$ cat config.mk
export PLATFORM = sky130hd
export DESIGN_NAME = gpio_port_regs
export DESIGN_NICKNAME = d
export VERILOG_FILES = /design/src/rtl/gpio_port_pkg.sv /design/src/rtl/gpio_in_sync.sv /design/src/rtl/gpio_cfg_regs.sv /design/src/rtl/gpio_pad_mux.sv /design/src/rtl/gpio_port_regs.sv
export SDC_FILE = /design/constraint.sdc
export NUM_CORES = 1
export LEC_CHECK = 0
export BUFFER_PORTS_ARGS = -buffer_cell sky130_fd_sc_hd__buf_2
export CAP_MARGIN = 40
export CORE_ASPECT_RATIO = 2
export CORE_MARGIN = 2
export CORE_UTILIZATION = 56
export CTS_BUF_LIST = sky130_fd_sc_hd__clkbuf_8
export CTS_CLUSTER_SIZE = 10
export DETAILED_ROUTE_END_ITERATION = 10
export HOLD_SLACK_MARGIN = 0.1
export PLACE_DENSITY = 0.83
export SYNTH_ARGS = -nofsm -noshare
export SYNTH_HDL_FRONTEND = slang
export SYNTH_HIERARCHICAL = 1
export SYNTH_SLANG_ARGS = --single-unit
$ cat constraint.sdc
create_clock -name clk_i -period 1.6 [get_ports clk_i]
set_input_delay 0.08 -clock clk_i [delete_from_list [all_inputs] [get_ports clk_i]]
set_output_delay 0.08 -clock clk_i [all_outputs]
set_load 0.02 [all_outputs]
$ cat src/rtl/gpio_port_pkg.sv
package gpio_port_pkg;
  localparam int unsigned BUS_W = 32;

  typedef enum logic [1:0] {
    PM_IN  = 2'b00,
    PM_OUT = 2'b01,
    PM_ALT = 2'b10,
    PM_ANA = 2'b11
  } pin_mode_e;

  typedef enum logic [1:0] {
    PL_NONE = 2'b00,
    PL_UP   = 2'b01,
    PL_DOWN = 2'b10,
    PL_RSVD = 2'b11
  } pull_e;

  // word indices (byte offset / 4)
  localparam int unsigned W_MODE   = 0;
  localparam int unsigned W_OTYPE  = 1;
  localparam int unsigned W_SPEED  = 2;
  localparam int unsigned W_PULL   = 3;
  localparam int unsigned W_IDATA  = 4;
  localparam int unsigned W_ODATA  = 5;
  localparam int unsigned W_SETCLR = 6;
  localparam int unsigned W_LOCK   = 7;
  localparam int unsigned W_AF0    = 8;
endpackage

$ cat src/rtl/gpio_in_sync.sv
module gpio_in_sync #(
  parameter int unsigned WIDTH  = 16,
  parameter int unsigned STAGES = 2
) (
  input  logic             clk_i,
  input  logic             rst_ni,
  input  logic [WIDTH-1:0] d_i,
  output logic [WIDTH-1:0] q_o
);
  logic [WIDTH-1:0] stg_q [STAGES];

  always_ff @(posedge clk_i or negedge rst_ni) begin
    if (!rst_ni) begin
      for (int s = 0; s < STAGES; s++) stg_q[s] <= '0;
    end else begin
      stg_q[0] <= d_i;
      for (int s = 1; s < STAGES; s++) stg_q[s] <= stg_q[s-1];
    end
  end

  assign q_o = stg_q[STAGES-1];
endmodule

$ cat src/rtl/gpio_cfg_regs.sv
module gpio_cfg_regs
  import gpio_port_pkg::*;
#(
  parameter int unsigned NUM_PINS = 16,
  parameter int unsigned AF_W     = 4,
  parameter int unsigned ADDR_W   = 6
) (
  input  logic                     clk_i,
  input  logic                     rst_ni,
  input  logic                     req_i,
  input  logic                     we_i,
  input  logic [ADDR_W-1:0]        addr_i,
  input  logic [BUS_W-1:0]         wdata_i,
  output logic [BUS_W-1:0]         rdata_o,
  input  logic [NUM_PINS-1:0]      idata_i,
  output logic [2*NUM_PINS-1:0]    mode_o,
  output logic [NUM_PINS-1:0]      otype_o,
  output logic [2*NUM_PINS-1:0]    speed_o,
  output logic [2*NUM_PINS-1:0]    pull_o,
  output logic [NUM_PINS-1:0]      odata_o,
  output logic [AF_W*NUM_PINS-1:0] af_o
);
  localparam int unsigned IDX_W   = ADDR_W - 2;
  localparam int unsigned AF_PER  = BUS_W / AF_W;
  localparam int unsigned AF_REGS = (NUM_PINS + AF_PER - 1) / AF_PER;
  localparam int unsigned PAD_W   = BUS_W - NUM_PINS;

  logic [IDX_W-1:0] idx;
  logic             aligned, wr_en, rd_en;
  logic             hit_mode, hit_otype, hit_speed, hit_pull, hit_odata, hit_setclr;
  logic [AF_REGS-1:0] hit_af;

  logic [2*NUM_PINS-1:0] mode_q, speed_q, pull_q;
  logic [NUM_PINS-1:0]   otype_q, odata_q;
  logic [AF_W-1:0]       af_q [NUM_PINS];
  logic [BUS_W-1:0]      af_word [AF_REGS];

  assign idx     = addr_i[ADDR_W-1:2];
  assign aligned = (addr_i[1:0] == 2'b00);
  assign wr_en   = req_i && we_i && aligned;
  assign rd_en   = req_i && !we_i && aligned;

  assign hit_mode   = wr_en && (idx == IDX_W'(W_MODE));
  assign hit_otype  = wr_en && (idx == IDX_W'(W_OTYPE));
  assign hit_speed  = wr_en && (idx == IDX_W'(W_SPEED));
  assign hit_pull   = wr_en && (idx == IDX_W'(W_PULL));
  assign hit_odata  = wr_en && (idx == IDX_W'(W_ODATA));
  assign hit_setclr = wr_en && (idx == IDX_W'(W_SETCLR));

  for (genvar r = 0; r < AF_REGS; r++) begin : g_af_hit
    assign hit_af[r] = wr_en && (idx == IDX_W'(W_AF0 + r));
  end

  always_ff @(posedge clk_i or negedge rst_ni) begin
    if (!rst_ni) begin
      mode_q  <= '0;
      otype_q <= '0;
      speed_q <= '0;
      pull_q  <= '0;
      odata_q <= '0;
    end else begin
      if (hit_mode)  mode_q  <= wdata_i[2*NUM_PINS-1:0];
      if (hit_otype) otype_q <= wdata_i[NUM_PINS-1:0];
      if (hit_speed) speed_q <= wdata_i[2*NUM_PINS-1:0];
      if (hit_pull)  pull_q  <= wdata_i[2*NUM_PINS-1:0];
      if (hit_odata) begin
        odata_q <= wdata_i[NUM_PINS-1:0];
      end else if (hit_setclr) begin
        // set half applied after clear half: set wins
        odata_q <= (odata_q & ~wdata_i[NUM_PINS +: NUM_PINS]) | wdata_i[NUM_PINS-1:0];
      end
    end
  end

  for (genvar p = 0; p < NUM_PINS; p++) begin : g_af
    localparam int unsigned REG  = p / AF_PER;
    localparam int unsigned SLOT = p % AF_PER;
    always_ff @(posedge clk_i or negedge rst_ni) begin
      if (!rst_ni)          af_q[p] <= '0;
      else if (hit_af[REG]) af_q[p] <= wdata_i[SLOT*AF_W +: AF_W];
    end
    assign af_o[p*AF_W +: AF_W] = af_q[p];
  end

  always_comb begin
    for (int r = 0; r < AF_REGS; r++) af_word[r] = '0;
    for (int p = 0; p < NUM_PINS; p++)
      af_word[p / AF_PER][(p % AF_PER)*AF_W +: AF_W] = af_q[p];
  end

  always_comb begin
    rdata_o = '0;
    if (rd_en) begin
      if (idx == IDX_W'(W_MODE))       rdata_o = mode_q;
      else if (idx == IDX_W'(W_OTYPE)) rdata_o = {{PAD_W{1'b0}}, otype_q};
      else if (idx == IDX_W'(W_SPEED)) rdata_o = speed_q;
      else if (idx == IDX_W'(W_PULL))  rdata_o = pull_q;
      else if (idx == IDX_W'(W_IDATA)) rdata_o = {{PAD_W{1'b0}}, idata_i};
      else if (idx == IDX_W'(W_ODATA)) rdata_o = {{PAD_W{1'b0}}, odata_q};
      else begin
        for (int r = 0; r < AF_REGS; r++)
          if (idx == IDX_W'(W_AF0 + r)) rdata_o = af_word[r];
      end
    end
  end

  assign mode_o  = mode_q;
  assign otype_o = otype_q;
  assign speed_o = speed_q;
  assign pull_o  = pull_q;
  assign odata_o = odata_q;


  setclr_set_chk: assert property (@(posedge clk_i) disable iff (!rst_ni)
    hit_setclr |=> ((odata_q & $past(wdata_i[NUM_PINS-1:0])) == $past(wdata_i[NUM_PINS-1:0])));


  setclr_clr_chk: assert property (@(posedge clk_i) disable iff (!rst_ni)
    hit_setclr |=> ((odata_q & $past(wdata_i[NUM_PINS +: NUM_PINS] & ~wdata_i[NUM_PINS-1:0])) == '0));


  ignored_wr_chk: assert property (@(posedge clk_i) disable iff (!rst_ni)
    (req_i && we_i && (!aligned || idx == IDX_W'(W_LOCK) || idx == IDX_W'(W_IDATA)
      || idx >= IDX_W'(W_AF0 + AF_REGS)))
    |=> $stable({mode_q, otype_q, speed_q, pull_q, odata_q}));
endmodule

$ cat src/rtl/gpio_pad_mux.sv
module gpio_pad_mux
  import gpio_port_pkg::*;
#(
  parameter int unsigned NUM_PINS = 16
) (
  input  logic                  clk_i,
  input  logic                  rst_ni,
  input  logic [2*NUM_PINS-1:0] mode_i,
  input  logic [NUM_PINS-1:0]   otype_i,
  input  logic [2*NUM_PINS-1:0] pull_i,
  input  logic [NUM_PINS-1:0]   odata_i,
  input  logic [NUM_PINS-1:0]   periph_i,
  output logic [NUM_PINS-1:0]   pad_out_o,
  output logic [NUM_PINS-1:0]   pad_oe_o,
  output logic [NUM_PINS-1:0]   pad_od_o,
  output logic [NUM_PINS-1:0]   pad_pu_o,
  output logic [NUM_PINS-1:0]   pad_pd_o
);
  for (genvar p = 0; p < NUM_PINS; p++) begin : g_pin
    pin_mode_e m;
    pull_e     pl;
    logic      drv, val;

    assign m   = pin_mode_e'(mode_i[2*p +: 2]);
    assign pl  = pull_e'(pull_i[2*p +: 2]);
    assign drv = (m == PM_OUT) || (m == PM_ALT);
    assign val = (m == PM_ALT) ? periph_i[p] : odata_i[p];

    assign pad_out_o[p] = val;
    assign pad_oe_o[p]  = drv && !(otype_i[p] && val);
    assign pad_od_o[p]  = otype_i[p];
    assign pad_pu_o[p]  = (pl == PL_UP);
    assign pad_pd_o[p]  = (pl == PL_DOWN);


    no_drive_idle_chk: assert property (@(posedge clk_i) disable iff (!rst_ni)
      (mode_i[2*p +: 2] == 2'b00 || mode_i[2*p +: 2] == 2'b11) |-> !pad_oe_o[p]);


    od_release_chk: assert property (@(posedge clk_i) disable iff (!rst_ni)
      (pad_od_o[p] && pad_out_o[p]) |-> !pad_oe_o[p]);


    pull_excl_chk: assert property (@(posedge clk_i) disable iff (!rst_ni)
      $onehot0({pad_pu_o[p], pad_pd_o[p]}));
  end
endmodule

$ cat src/rtl/gpio_port_regs.sv
module gpio_port_regs
  import gpio_port_pkg::*;
#(
  parameter int unsigned NUM_PINS    = 16,
  parameter int unsigned AF_W        = 4,
  parameter int unsigned ADDR_W      = 6,
  parameter int unsigned SYNC_STAGES = 2
) (
  input  logic                     clk_i,
  input  logic                     rst_ni,
  input  logic                     req_i,
  input  logic                     we_i,
  input  logic [ADDR_W-1:0]        addr_i,
  input  logic [BUS_W-1:0]         wdata_i,
  output logic [BUS_W-1:0]         rdata_o,
  input  logic [NUM_PINS-1:0]      pad_in_i,
  input  logic [NUM_PINS-1:0]      periph_out_i,
  output logic [NUM_PINS-1:0]      pad_out_o,
  output logic [NUM_PINS-1:0]      pad_oe_o,
  output logic [NUM_PINS-1:0]      pad_od_o,
  output logic [NUM_PINS-1:0]      pad_pu_o,
  output logic [NUM_PINS-1:0]      pad_pd_o,
  output logic [2*NUM_PINS-1:0]    pad_speed_o,
  output logic [AF_W*NUM_PINS-1:0] af_sel_o
);
  logic [NUM_PINS-1:0]   idata, otype, odata;
  logic [2*NUM_PINS-1:0] mode, pull;

  gpio_in_sync #(.WIDTH(NUM_PINS), .STAGES(SYNC_STAGES)) u_sync (
    .clk_i (clk_i),
    .rst_ni(rst_ni),
    .d_i   (pad_in_i),
    .q_o   (idata)
  );

  gpio_cfg_regs #(.NUM_PINS(NUM_PINS), .AF_W(AF_W), .ADDR_W(ADDR_W)) u_regs (
    .clk_i  (clk_i),
    .rst_ni (rst_ni),
    .req_i  (req_i),
    .we_i   (we_i),
    .addr_i (addr_i),
    .wdata_i(wdata_i),
    .rdata_o(rdata_o),
    .idata_i(idata),
    .mode_o (mode),
    .otype_o(otype),
    .speed_o(pad_speed_o),
    .pull_o (pull),
    .odata_o(odata),
    .af_o   (af_sel_o)
  );

  gpio_pad_mux #(.NUM_PINS(NUM_PINS)) u_mux (
    .clk_i    (clk_i),
    .rst_ni   (rst_ni),
    .mode_i   (mode),
    .otype_i  (otype),
    .pull_i   (pull),
    .odata_i  (odata),
    .periph_i (periph_out_i),
    .pad_out_o(pad_out_o),
    .pad_oe_o (pad_oe_o),
    .pad_od_o (pad_od_o),
    .pad_pu_o (pad_pu_o),
    .pad_pd_o (pad_pd_o)
  );
endmodule

# --- Yosys cells after proc, flatten, opt, wreduce, memory -nomap -nowiden ---
# Cells that the tools add are included.
totals:
  n_memories: 0
  out_inout_bits: 208
  latch_bits: 0
  ram_bits: 0
  inputBits: 74
  elab_cells: 205
  rom_bits: 0
  register_bits: 224
classes:
  n_bitwise: 3
  shift: 0
  addsub: 0
  mul: 0
  n_lt_le_gt_ge: 0
  muxes: 27
  eq_ne: 72
  n_div: 0
  n_reduce_logical: 80
ops:
  columns: ["op", "count"]
  rows:
  - ["32-bit two-way mux", 9]
  - ["2-bit by 1-bit equality test with 1-bit output (second input constant)", 32]
  - ["2-bit equality test (second input constant)", 32]
  - ["1-bit logical AND", 44]
  - ["16-bit two-way mux", 2]
  - ["1-bit zero test", 17]
  - ["16-bit AND", 1]
  - ["1-bit logical OR", 16]
  - ["1-bit two-way mux", 16]
  - ["16-bit NOT", 1]
  - ["16-bit OR", 1]
  - ["4-bit by 3-bit equality test with 1-bit output (second input constant)", 3]
  - ["4-bit by 2-bit equality test with 1-bit output (second input constant)", 2]
  - ["4-bit equality test (second input constant)", 2]
  - ["4-bit by 1-bit equality test with 1-bit output (second input constant)", 1]
  - ["4-bit zero test", 1]
  - ["2-bit zero test", 1]
  - ["2-bit nonzero test", 1]

# --- Longest topological paths before layout ---
# Gate-level depths: netlist of run 1.
depth:
  word_depth: 10
  depth_mapped: 8
  ltp_nobuf: 5

# --- Hierarchy ---
# Netlist of run 1, hierarchy kept.
modules_own_cells:
  columns: ["mod", "instances", "area_each_um2", "seq_area_each_um2", "cells_each"]
  rows:
  - ["gpio_cfg_regs", 1, 9434.0, 4804.6, 765]
  - ["gpio_pad_mux", 1, 1081.0, 0.0, 128]
  - ["gpio_in_sync", 1, 920.9, 800.8, 48]

# --- Worst setup path after synthesis of run 1 ---
# No wires, ideal clock.
synth_timing:
  kind: "input-to-output"
  start: "in addr_i[5]"
  end: "out rdata_o[13]"
  required_ns: 1.520
  stages: 7
  t_arrival_ns: 1.390
  n_path_buf: 2
  path_slack_ns: 0.130
  cell_sequence: "buf_2 > nor2b_1 > clkbuf_1 > nand3_1 > a21oi_1 > o22ai_1 > a21oi_1"
synth_between:
  elab_chain_len: 10
  word_cells_on_any_way: 17
  cone_classes: "eq/ne (7); mux (9); reduce/logical (1)"
synth_rtl:
  columns: ["item", "line", "text"]
  rows:
  - ["start, declared", "gpio_port_regs.sv:13", "input logic [ADDR_W-1:0] addr_i,"]
  - ["4-bit equality test", "gpio_cfg_regs.sv:102", "if (idx == IDX_W'(W_AF0 + r)) rdata_o = af_word[r];"]
  - ["32-bit two-way mux (2 in series)", "gpio_cfg_regs.sv:102", null]
  - ["32-bit two-way mux", "gpio_cfg_regs.sv:99", "else if (idx == IDX_W'(W_ODATA)) rdata_o = {{PAD_W{1'b0}}, odata_q};"]
  - ["32-bit two-way mux", "gpio_cfg_regs.sv:98", "else if (idx == IDX_W'(W_IDATA)) rdata_o = {{PAD_W{1'b0}}, idata_i};"]
  - ["32-bit two-way mux", "gpio_cfg_regs.sv:97", "else if (idx == IDX_W'(W_PULL)) rdata_o = pull_q;"]
  - ["32-bit two-way mux", "gpio_cfg_regs.sv:96", "else if (idx == IDX_W'(W_SPEED)) rdata_o = speed_q;"]
  - ["32-bit two-way mux", "gpio_cfg_regs.sv:95", "else if (idx == IDX_W'(W_OTYPE)) rdata_o = {{PAD_W{1'b0}}, otype_q};"]
  - ["32-bit two-way mux *", "gpio_cfg_regs.sv:94", "if (idx == IDX_W'(W_MODE)) rdata_o = mode_q;"]
  - ["32-bit two-way mux *", "gpio_cfg_regs.sv:93", "if (rd_en) begin"]
  - ["end, declared", "gpio_port_regs.sv:15", "output logic [BUS_W-1:0] rdata_o,"]
# Every way passes the cells marked *; elsewhere a longest branch is shown, timed or not.

# --- Worst setup path in the final report of run 1 ---
layout_timing:
  start: "reg u_regs.af_q, in the netlist u_regs/af_o[46]"
  end: "out rdata_o[14]"
layout_between:
  elab_chain_len: 8
layout_rtl:
  columns: ["item", "line", "text"]
  rows:
  - ["start, declared", "gpio_cfg_regs.sv:35", "logic [AF_W-1:0] af_q [NUM_PINS];"]
  - ["start signal, assigned by index", "gpio_cfg_regs.sv:80", "else if (hit_af[REG]) af_q[p] <= wdata_i[SLOT*AF_W +: AF_W];"]
  - ["32-bit two-way mux", "gpio_cfg_regs.sv:102", null]
  - ["32-bit two-way mux", "gpio_cfg_regs.sv:99", null]
  - ["32-bit two-way mux", "gpio_cfg_regs.sv:98", null]
  - ["32-bit two-way mux", "gpio_cfg_regs.sv:97", null]
  - ["32-bit two-way mux", "gpio_cfg_regs.sv:96", null]
  - ["32-bit two-way mux", "gpio_cfg_regs.sv:95", null]
  - ["32-bit two-way mux", "gpio_cfg_regs.sv:94", null]
  - ["32-bit two-way mux", "gpio_cfg_regs.sv:93", null]
# No other way between the ends.

==> flow_summary.yaml, run 1 <==
hold_path:
  holdCritPathClass: "in2reg"
  worst_hold_startpoint: "pad_in_i[10]"
  hold_path_cell_cnt: 2
  holdPathEnd: "u_sync/stg_q[26]"
layout:
  syn2layout_area_growth_pct: 39.0
  number_of_nets_in_the_finished_design: 1433
  layout_commonest_cell: "dfrtp_1"
  num-fill-cells: 1123
  total_inserted_antenna_cells: 0
  highest_count_cells_in_the_layout_ignoring_fill_and_taps: "dfrtp_1, buf_2, buf_4, mux2_2, buf_6"
  fin_area_sq_um: 15900
  fraction_of_final_layout_cells_with_drive_strength_greater_than_1_pct: 57.9
grt:
  maximum_number_of_pins_on_one_net_before_global_route_repair: 58
  total_grt_overflow: 0
  first_global_vias: 10500
  global_route.usage.total_pct: 36.9
  grt_antenna_before_repair: 0
  wire_length_of_the_first_global_routing_pass_um: 60400
timing:
  hold_ws_ns: 0.147
  period_share_pct: 128
  setup_viol_count_final: 64
  worst_slew_pin_slew_ns: 0.698
  layout_min_cycle_time_ns: 2.05
  unrepaired_setup_endpoints_after_global_routing: "true"
  setup_slack_ns: -0.453
  fin_skew_ns: 0.00381
  timing.fmax_mhz: 487
  slew_violations: 0
  timing.max_slew.rel_slack_pct: 53.4
  finalHoldViolations: 0
  total_negative_setup_slack_ns: -13.95
synth:
  ys_seq_elements: 224
  synth.cell_area_sq_um: 11400
  post_synth_inst_count: 941
  netlist.top_cell.by_area: "dfrtp_1"
  async_flop_share_pct: 100
  synth_top_area_share_pct: 49.0
  synthDistinctLibCells: 46
  synth_flop_cell: "dfrtp_1"
  netlist_top_cells_area: "dfrtp_1, mux2_2, mux2_4"
  postSynthNetCount: 1031
  synthesis.area_per_instance_sq_um: 12.2
  synth_enable_flop_cells: 0
  yosysWarnings: 6
  synth-seq-area-share_pct: 49.0
routing:
  drc: 0
  initialDrtViolationCount: 1154
  number_of_search_and_repair_iterations_in_the_first_detailed_routing_pass: 7
  wire_per_inst_um: 25.8
  detail_route.wirelength.met1_um: 13700
  route.vias.total: 10300
  wl_met3_um: 3390
  route.top_layer_used: "met4"
  dr_wl_met2_um: 21800
  detail_route.vias_per_cell: 6.33
  ant_nets: 0
  wl_um: 42000
place:
  postPlaceCellArea_sq_um: 13300
  numPortBuffers: 281
  hpwl_um: 26600
  gp_routability_congestion: 0.926
die:
  die_height_um: 206
  coreArea_sq_um: 20300
  initial_core_utilization_pct: 56.4
  dieArea_sq_um: 21600
  core.rowCount: 74
  design.portCount: 282
  floorplan.die.width_um: 105
critical_path:
  crit_type: "reg2out"
  r2r.worst_path.cells: 4
  critical_path_buf_inv_count: 1
  crit_chain: "mux2i_2 > a211oi_2 > a31oi_1 > o22ai_1 > o211a_1 > buf_6"
  r2r_end: "u_regs/mode_o[26]"
  worstReg2RegStart: "u_regs/mode_o[26]"
  critical_path.max_fanout: 2
  cp-end-kind: "output pin"
  reg2reg_setup_slack_ns: 0.44
  timing.critical_path.slowest_stage_cell: "dfrtp_1"
  worst_path_largest_cell_delay_ns: 0.40
  worst_setup_path_start_kind: "register"
  cp_data_arrival_time_ns: 1.97
  critPathTopFamily: "compound AO/OA/AOI/OAI gates"
  crit_path_required_time_ns: 1.52
clock_network:
  cts_made_buffers: 31
  clock_sinks: 224
  cts_max_path_buffers: 3
  clkSlewWorstSetupHoldPaths_ns: 0.07
  cts_tree: "done"
  clk-insertion-delay-late_ns: 0.57
  cts_root_buffer: "clkbuf_8"
  number_of_levels_the_h_tree_was_split_into: 1
power_and_ir_drop:
  vdd_ir_drop_max_mv: 0.804
  power_per_cell_area_nw_per_um2: 947
  p_leak_nw: 8.14
run:
  timing.max_cap.violations: 0
status:
  run_status: "complete, but fails checks"
  violated_checks: "setup timing"
[through the flow]
stage,utilization [%],power [W],std cells,worst slack (ns)
after floorplan,-,0.00835,941,0.130
after global placement,65.8,0.00940,1451,-0.0970
after CTS,76.5,0.0147,1611,-0.416
final,78.4,0.0151,1628,-0.453
after detailed placement,65.8,0.00948,1451,-0.132
after global routing,78.4,0.0155,1628,-0.603
[cell families (layout without fill, tap and decap cells)]
kind of cell | Yosys count | count (layout) | synth area share (%)
and+or+nand+nor | 120 | 120 | 6.07
DFF | 224 | 224 | 49.0
AOI/OAI and AO/OA | 244 | 244 | 14.7
buffers and inverters | 134 | 555 | 6.78
adders and majority gates | 16 | 16 | 1.75
muxes | 203 | 203 | 21.7
[synth_stat cells, types with 3 or more instances]
cell	count
nand2b_1	7
mux2i_1	11
dfrtp_1	224
o221ai_1	4
a21oi_2	16
and2_1	18
ha_1	16
o221a_2	4
mux2_4	56
a22oi_1	30
a2bb2oi_1	18
nor2_1	17
inv_1	21
clkbuf_1	22
nand2_1	8
o21ai_0	30
a32oi_1	7
a31oi_1	6
nor3_1	12
mux2_1	6
buf_2	32
nor2b_1	41
mux2_2	130
nor2_2	3
o22ai_1	26
a221oi_1	4
o21a_1	9
nor3b_1	3
a21oi_1	58
a22o_1	16
a21o_1	11
buf_4	50
buf_6	6
[how the worst max path moves through the flow]
| stage | from | endpoint | slack, ns | cells past startpoint |
|---|---|---|---|---|
| 2_1_floorplan | addr_i[5] | rdata_o[13] | 0.13 | 7 |
| 3_3_place_gp | addr_i[4] | u_regs/speed_o[25] | -0.1 | 5 |
| 3_5_place_dp | addr_i[1] | u_regs/odata_o[4] | -0.13 | 8 |
| 4_1_cts | u_regs/af_o[46] | rdata_o[14] | -0.42 | 6 |
| 5_1_grt | u_regs/af_o[14] | rdata_o[14] | -0.60 | 6 |
| 6_report | u_regs/af_o[46] | rdata_o[14] | -0.45 | 6 |
[metal layers]
metal / vias up / track usage, %
li1: 4175 / -
met1: 5057 / 40.4
met2: 820 / 65.3
met3: 246 / 5.01
met4: 0 / 26.1
met5: - / 0
[cell type report]
| class | count | area (sq um) | area share (%) |
|---|---|---|---|
| repair buffers | 481 | 3700 | 23.3 |
| inverters | 22 | 82.6 | 0.519 |
| clock buffers | 39 | 537 | 3.38 |
| well taps | 266 | 333 | 2.09 |
| flip-flops and latches | 224 | 5610 | 35.3 |
| clock inverters | 13 | 130 | 0.819 |
| multi-input cells | 583 | 5510 | 34.6 |
[power breakdown]
part / leakage (nW) / total, W / internal, W / switching, W
Clock: 0.373 / 0.00479 / 0.00265 / 0.00214
Combinational: 4.79 / 0.00366 / 0.00173 / 0.00194
Sequential: 2.97 / 0.00660 / 0.00613 / 0.000476
Total: 8.14 / 0.0151 / 0.0105 / 0.00455
[sequential cells by signal (all words and copies together) (netlist names)]
signal and cells:
u_sync/stg_q 16, u_regs/mode_o 32, u_regs/af_o 64, u_regs/odata_o 16
u_sync/q_o 16, u_regs/speed_o 32, u_regs/otype_o 16, u_regs/pull_o 32
[timing repair]
| action | in CTS | in global routing |
|---|---|---|
| hold endpoints to repair | 432 | 0 |
| hold buffers | 50 | 0 |
| endpoints found under the setup margin | 64 | 64 |
| buffers inserted | 58 | 21 |
| gates cloned | 0 | 0 |
| resized for setup | 172 | 58 |
| pin swaps | 97 | 42 |
(Power assumes the default switching activity.)
==> run 2, diff against run 1 <==
SKIP_CTS_REPAIR_TIMING = 1   (was unset)
TNS_END_PERCENT = 5   (was unset)
clock period = 2.2 ns   (was 1.6 ns; I/O delays follow)
==> run 2 against run 1 <==
The run now ends clean. Routed wire length down 12%. Utilization down 9.0 points. Clock skew up 0.0035 ns. Global-route usage down 3.8 points. Total power down 31%. Sequential power down 27%. Clock power down 28%. First-iteration DRC count down 36%. Cell area down 11%. Critical path type unchanged. Largest cell class unchanged. Largest power group unchanged. Highest routed layer unchanged.
==> flow_summary.yaml, run 2 (synthesis gave the netlist of run 1 again) <==
critical_path:
  critical_path.max_fanout: 3
  crit_chain: "mux2i_1 > a211oi_1 > a31oi_1 > o22ai_1 > o211a_1 > buf_2"
  cp-end-kind: "output pin"
  crit_type: "reg2out"
  critical_path_buf_inv_count: 1
  r2r.worst_path.cells: 2
  reg2reg_setup_slack_ns: 0.91
  worst_path_largest_cell_delay_ns: 0.39
  critPathTopFamily: "compound AO/OA/AOI/OAI gates"
  cp_data_arrival_time_ns: 1.94
  timing.critical_path.slowest_stage_cell: "dfrtp_1"
  crit_path_required_time_ns: 2.09
  r2r_end: "u_regs/odata_o[9]"
  worstReg2RegStart: "u_regs/odata_o[9]"
  worst_setup_path_start_kind: "register"
place:
  post-place-cells: 1416
  gp_routability_congestion: 0.928
  hpwl_um: 26300
  numPortBuffers: 281
layout:
  layout_commonest_cell: "buf_2"
  fraction_of_final_layout_cells_with_drive_strength_greater_than_1_pct: 47.0
  num-fill-cells: 1496
  largest_register_ffs: 64
  highest_count_cells_in_the_layout_ignoring_fill_and_taps: "buf_2, dfrtp_1, mux2_2"
  number_of_nets_in_the_finished_design: 1327
  syn2layout_area_growth_pct: 23.1
  final_cell_count_no_fill: 1528
routing:
  ant_nets: 0
  initialDrtViolationCount: 740
  route.vias.total: 9396
  detail_route.vias_per_cell: 6.15
  drc: 0
  wire_per_inst_um: 24.3
  wl_um: 37100
  number_of_search_and_repair_iterations_in_the_first_detailed_routing_pass: 6
timing:
  slew_violations: 0
  total_negative_setup_slack_ns: 0
  period_share_pct: 93.1
  worst_slew_pin_slew_ns: 0.647
  timing.fmax_mhz: 488
  layout_min_cycle_time_ns: 2.05
  unrepaired_setup_endpoints_after_global_routing: "false"
  finalHoldViolations: 0
  setup_viol_count_final: 0
  timing.max_slew.rel_slack_pct: 56.6
  fin_skew_ns: 0.00734
clock_network:
  cts_tree: "done"
  number_of_levels_the_h_tree_was_split_into: 2
  clkSlewWorstSetupHoldPaths_ns: 0.06
  clock_sinks: 224
  clk-insertion-delay-late_ns: 0.52
  cts_max_path_buffers: 3
  cts_made_buffers: 34
  cts_root_buffer: "clkbuf_8"
status:
  run_status: "completed"
grt:
  total_grt_overflow: 0
  wire_length_of_the_first_global_routing_pass_um: 53800
  maximum_number_of_pins_on_one_net_before_global_route_repair: 79
  global_route.usage.total_pct: 33.1
  first_global_vias: 9282
  grt_antenna_before_repair: 1
hold_path:
  holdCritPathClass: "in2async"
die:
  die_height_um: 206
  core.rowCount: 74
  floorplan.die.width_um: 105
  coreArea_sq_um: 20300
  dieArea_sq_um: 21600
  initial_core_utilization_pct: 56.4
  design.portCount: 282
run:
  timing.max_cap.violations: 0
power_and_ir_drop:
  p_leak_nw: 7.45
  vdd_ir_drop_max_mv: 0.529
  power_per_cell_area_nw_per_um2: 734
[run 2: layout make-up]
class | count | area, sq um | share of cell area [%]
sequential | 224 | 5610 | 39.8
multi-input combinational | 583 | 5080 | 36.1
timing repair buffer | 372 | 2290 | 16.3
clock buffer | 43 | 592 | 4.20
tap | 266 | 333 | 2.36
clock inverter | 17 | 95.1 | 0.675
inverter | 22 | 82.6 | 0.586
antenna | 1 | 2.50 | 0.0178
[run 2: worst max path at each step]
| stage | start | end | slack [ns] | depth (start not counted) |
|---|---|---|---|---|
| CTS | u_regs/otype_o[14] | rdata_o[14] | 0.16 | 6 |
| floorplan | addr_i[5] | rdata_o[13] | 0.67 | 7 |
| global placement | addr_i[1] | u_regs/af_o[1] | 0.31 | 7 |
| detailed placement | addr_i[1] | u_regs/af_o[13] | 0.25 | 7 |
| global route | u_regs/otype_o[1] | rdata_o[1] | 0.06 | 6 |
| finish | u_regs/af_o[33] | rdata_o[1] | 0.15 | 6 |
[run 2: report_power, final]
| part | total [W] | internal [W] | switching (W) | leakage (nW) |
|---|---|---|---|---|
| clock | 0.00346 | 0.00187 | 0.00159 | 0.402 |
| sequential | 0.00480 | 0.00445 | 0.000347 | 2.98 |
| combinational | 0.00208 | 0.000885 | 0.00119 | 4.07 |
[run 2: layer usage]
metal / track usage, % / up-vias / wire [um] / part of all wire [%]
li1: - / 3970 / - / -
met1: 35.9 / 4616 / 12200 / 33
met2: 59.1 / 635 / 19500 / 53
met3: 5.77 / 175 / 2830 / 7.6
met4: 21.2 / 0 / 2590 / 7.0
met5: 0 / - / 0 / 0
[run 2: stage by stage]
stage	instance area, sq um	total power [W]	utilization [%]	hold slack, ns	worst slack (ns)
floorplan	11400	0.00607	-	-0.186	0.670
global placement	12900	0.00678	63.5	0.142	0.307
detailed placement	12900	0.00684	63.5	0.147	0.255
CTS	13600	0.0103	66.9	-0.411	0.156
global route	14100	0.0107	69.4	0.217	0.0582
finish	14100	0.0103	69.4	0.175	0.151
==> run 3, diff against run 2 <==
clock period = 2.3 ns   (was 2.2 ns; I/O delays follow)
==> run 3 against run 2 <==
Combinational power fell by 6%. Register-to-register slack gained 0.50 ns. Cell area fell by 0.81%. Total power shrank 6.0%. Largest cell class unchanged.
==> flow_summary.yaml, run 3 (synthesis gave the netlist of run 1 again) <==
layout:
  layout.area.seq_sq_um: 5610
  syn2layout_area_growth_pct: 22.1
  largest_register_ffs: 64
  num-fill-cells: 1475
  final_cell_count_no_fill: 1520
  multi_input_area_sq_um: 5080
  number_of_nets_in_the_finished_design: 1324
  fraction_of_final_layout_cells_with_drive_strength_greater_than_1_pct: 47.4
  total_inserted_antenna_cells: 0
  layout_commonest_cell: "buf_2"
  fin_util_pct: 68.9
  highest_count_cells_in_the_layout_ignoring_fill_and_taps: "buf_2, dfrtp_1, mux2_2"
  fin_area_sq_um: 14000
clock_network:
  cts_made_buffers: 34
  cts_max_path_buffers: 3
  number_of_levels_the_h_tree_was_split_into: 2
  clock_sinks: 224
  cts_tree: "done"
  cts_root_buffer: "clkbuf_8"
  clk-insertion-delay-late_ns: 0.50
  clkSlewWorstSetupHoldPaths_ns: 0.07
timing:
  unrepaired_setup_endpoints_after_global_routing: "false"
  timing.max_slew.rel_slack_pct: 40.9
  slew_violations: 0
  worst_slew_pin_slew_ns: 0.884
  setup_viol_count_final: 0
  layout_min_cycle_time_ns: 2.10
  finalHoldViolations: 0
  total_negative_setup_slack_ns: 0
  fin_skew_ns: 0.00770
  timing.fmax_mhz: 476
  period_share_pct: 91.3
die:
  dieArea_sq_um: 21600
  floorplan.die.width_um: 105
  die_height_um: 206
  initial_core_utilization_pct: 56.4
  design.portCount: 282
  coreArea_sq_um: 20300
  core.rowCount: 74
routing:
  drc: 0
  wl_um: 36800
  wire_per_inst_um: 24.2
  ant_nets: 0
  detail_route.vias_per_cell: 6.12
  initialDrtViolationCount: 764
  number_of_search_and_repair_iterations_in_the_first_detailed_routing_pass: 6
  route.vias.total: 9295
grt:
  global_route.usage.total_pct: 32.9
  grt_util_met1_pct: 36.9
  total_grt_overflow: 0
  first_global_vias: 9297
  wire_length_of_the_first_global_routing_pass_um: 53800
  grt_use_met3_pct: 5.58
  grt_most_used_layer: "met2"
  maximum_number_of_pins_on_one_net_before_global_route_repair: 73
  grt.met2_usage_pct: 57.8
  grt_antenna_before_repair: 0
place:
  numPortBuffers: 281
  hpwl_um: 25900
  gp_routability_congestion: 0.950
  postPlaceCellArea_sq_um: 12800
  post-place-cells: 1415
power_and_ir_drop:
  power_per_cell_area_nw_per_um2: 696
  power.total_w: 0.00973
  vdd_ir_drop_max_mv: 0.487
  p_leak_nw: 7.38
status:
  run_status: "completed"
critical_path:
  cp_data_arrival_time_ns: 1.99
  crit_path_required_time_ns: 2.18
  crit_type: "reg2out"
  cp-end-kind: "output pin"
  critical_path.max_fanout: 4
  worst_setup_path_start_kind: "register"
run:
  timing.max_cap.violations: 0
hold_path:
  holdCritPathClass: "in2async"
run 3: changes by cell type in the layout (fill, tap and decap cells not counted), sizes merged:
cell	before	now
bufinv	1	0
clkinv	1	5
inv	36	30
diode	1	0
dlygate4sd3	51	49
clkbuf	43	42
buf	321	320
run 3: through the flow:
step | hold WS [ns] | setup slack [ns]
after global placement | 0.120 | 0.265
after detailed placement | 0.122 | 0.151
after floorplan | -0.181 | 0.760
after CTS | -0.411 | 0.188
final | 0.171 | 0.200
after global routing | 0.230 | 0.109
run 3: critical path, stage by stage, from the launching register on:
cell and delay [ns]:
dfrtp_1 0.46, nor3b_1 0.08, a211oi_1 0.28, a31oi_1 0.09, o22ai_1 0.20, o211a_1 0.21, buf_2 0.17
run 3: area by class of cell:
type                    count  area share (%)
multi-input cells         583            36.4
flip-flops and latches    224            40.1
clock inverters            14           0.448
inverters                  22           0.591
repair buffers            369            15.9
well taps                 266            2.38
clock buffers              42            4.14
run 3: where the power goes:
| part | internal, W | switching, W | total, W |
|---|---|---|---|
| logic | 0.000833 | 0.00113 | 0.00196 |
| clock network | 0.00164 | 0.00153 | 0.00317 |
| registers | 0.00426 | 0.000334 | 0.00459 |
| total | 0.00674 | 0.00299 | 0.00973 |
run 3: per-layer routing:
metal | part of all wire, % | vias to the layer above
li1 | - | 3957
met1 | 34 | 4550
met2 | 52 | 648
met3 | 7.9 | 140
met4 | 6.1 | 0
met5 | 0 | -
run 3: path summary, 6_finish.rpt:
path / startpoint / to / slack [ns] / depth (start not counted)
setup / recovery: u_regs/otype_o[14] / rdata_o[14] / 0.20 / 6
hold / removal: rst_ni / u_sync/stg_q[18] / 0.17 / 2
setup reg to reg: u_regs/pull_o[5] / u_regs/pull_o[5] / 1.41 / 1
hold reg to reg: u_sync/stg_q[31] / u_sync/q_o[15] / 0.34 / 0
max in group asynchronous: rst_ni / u_regs/af_o[22] / 1.30 / 3
min in group clk_i: pad_in_i[3] / u_sync/stg_q[19] / 0.26 / 2
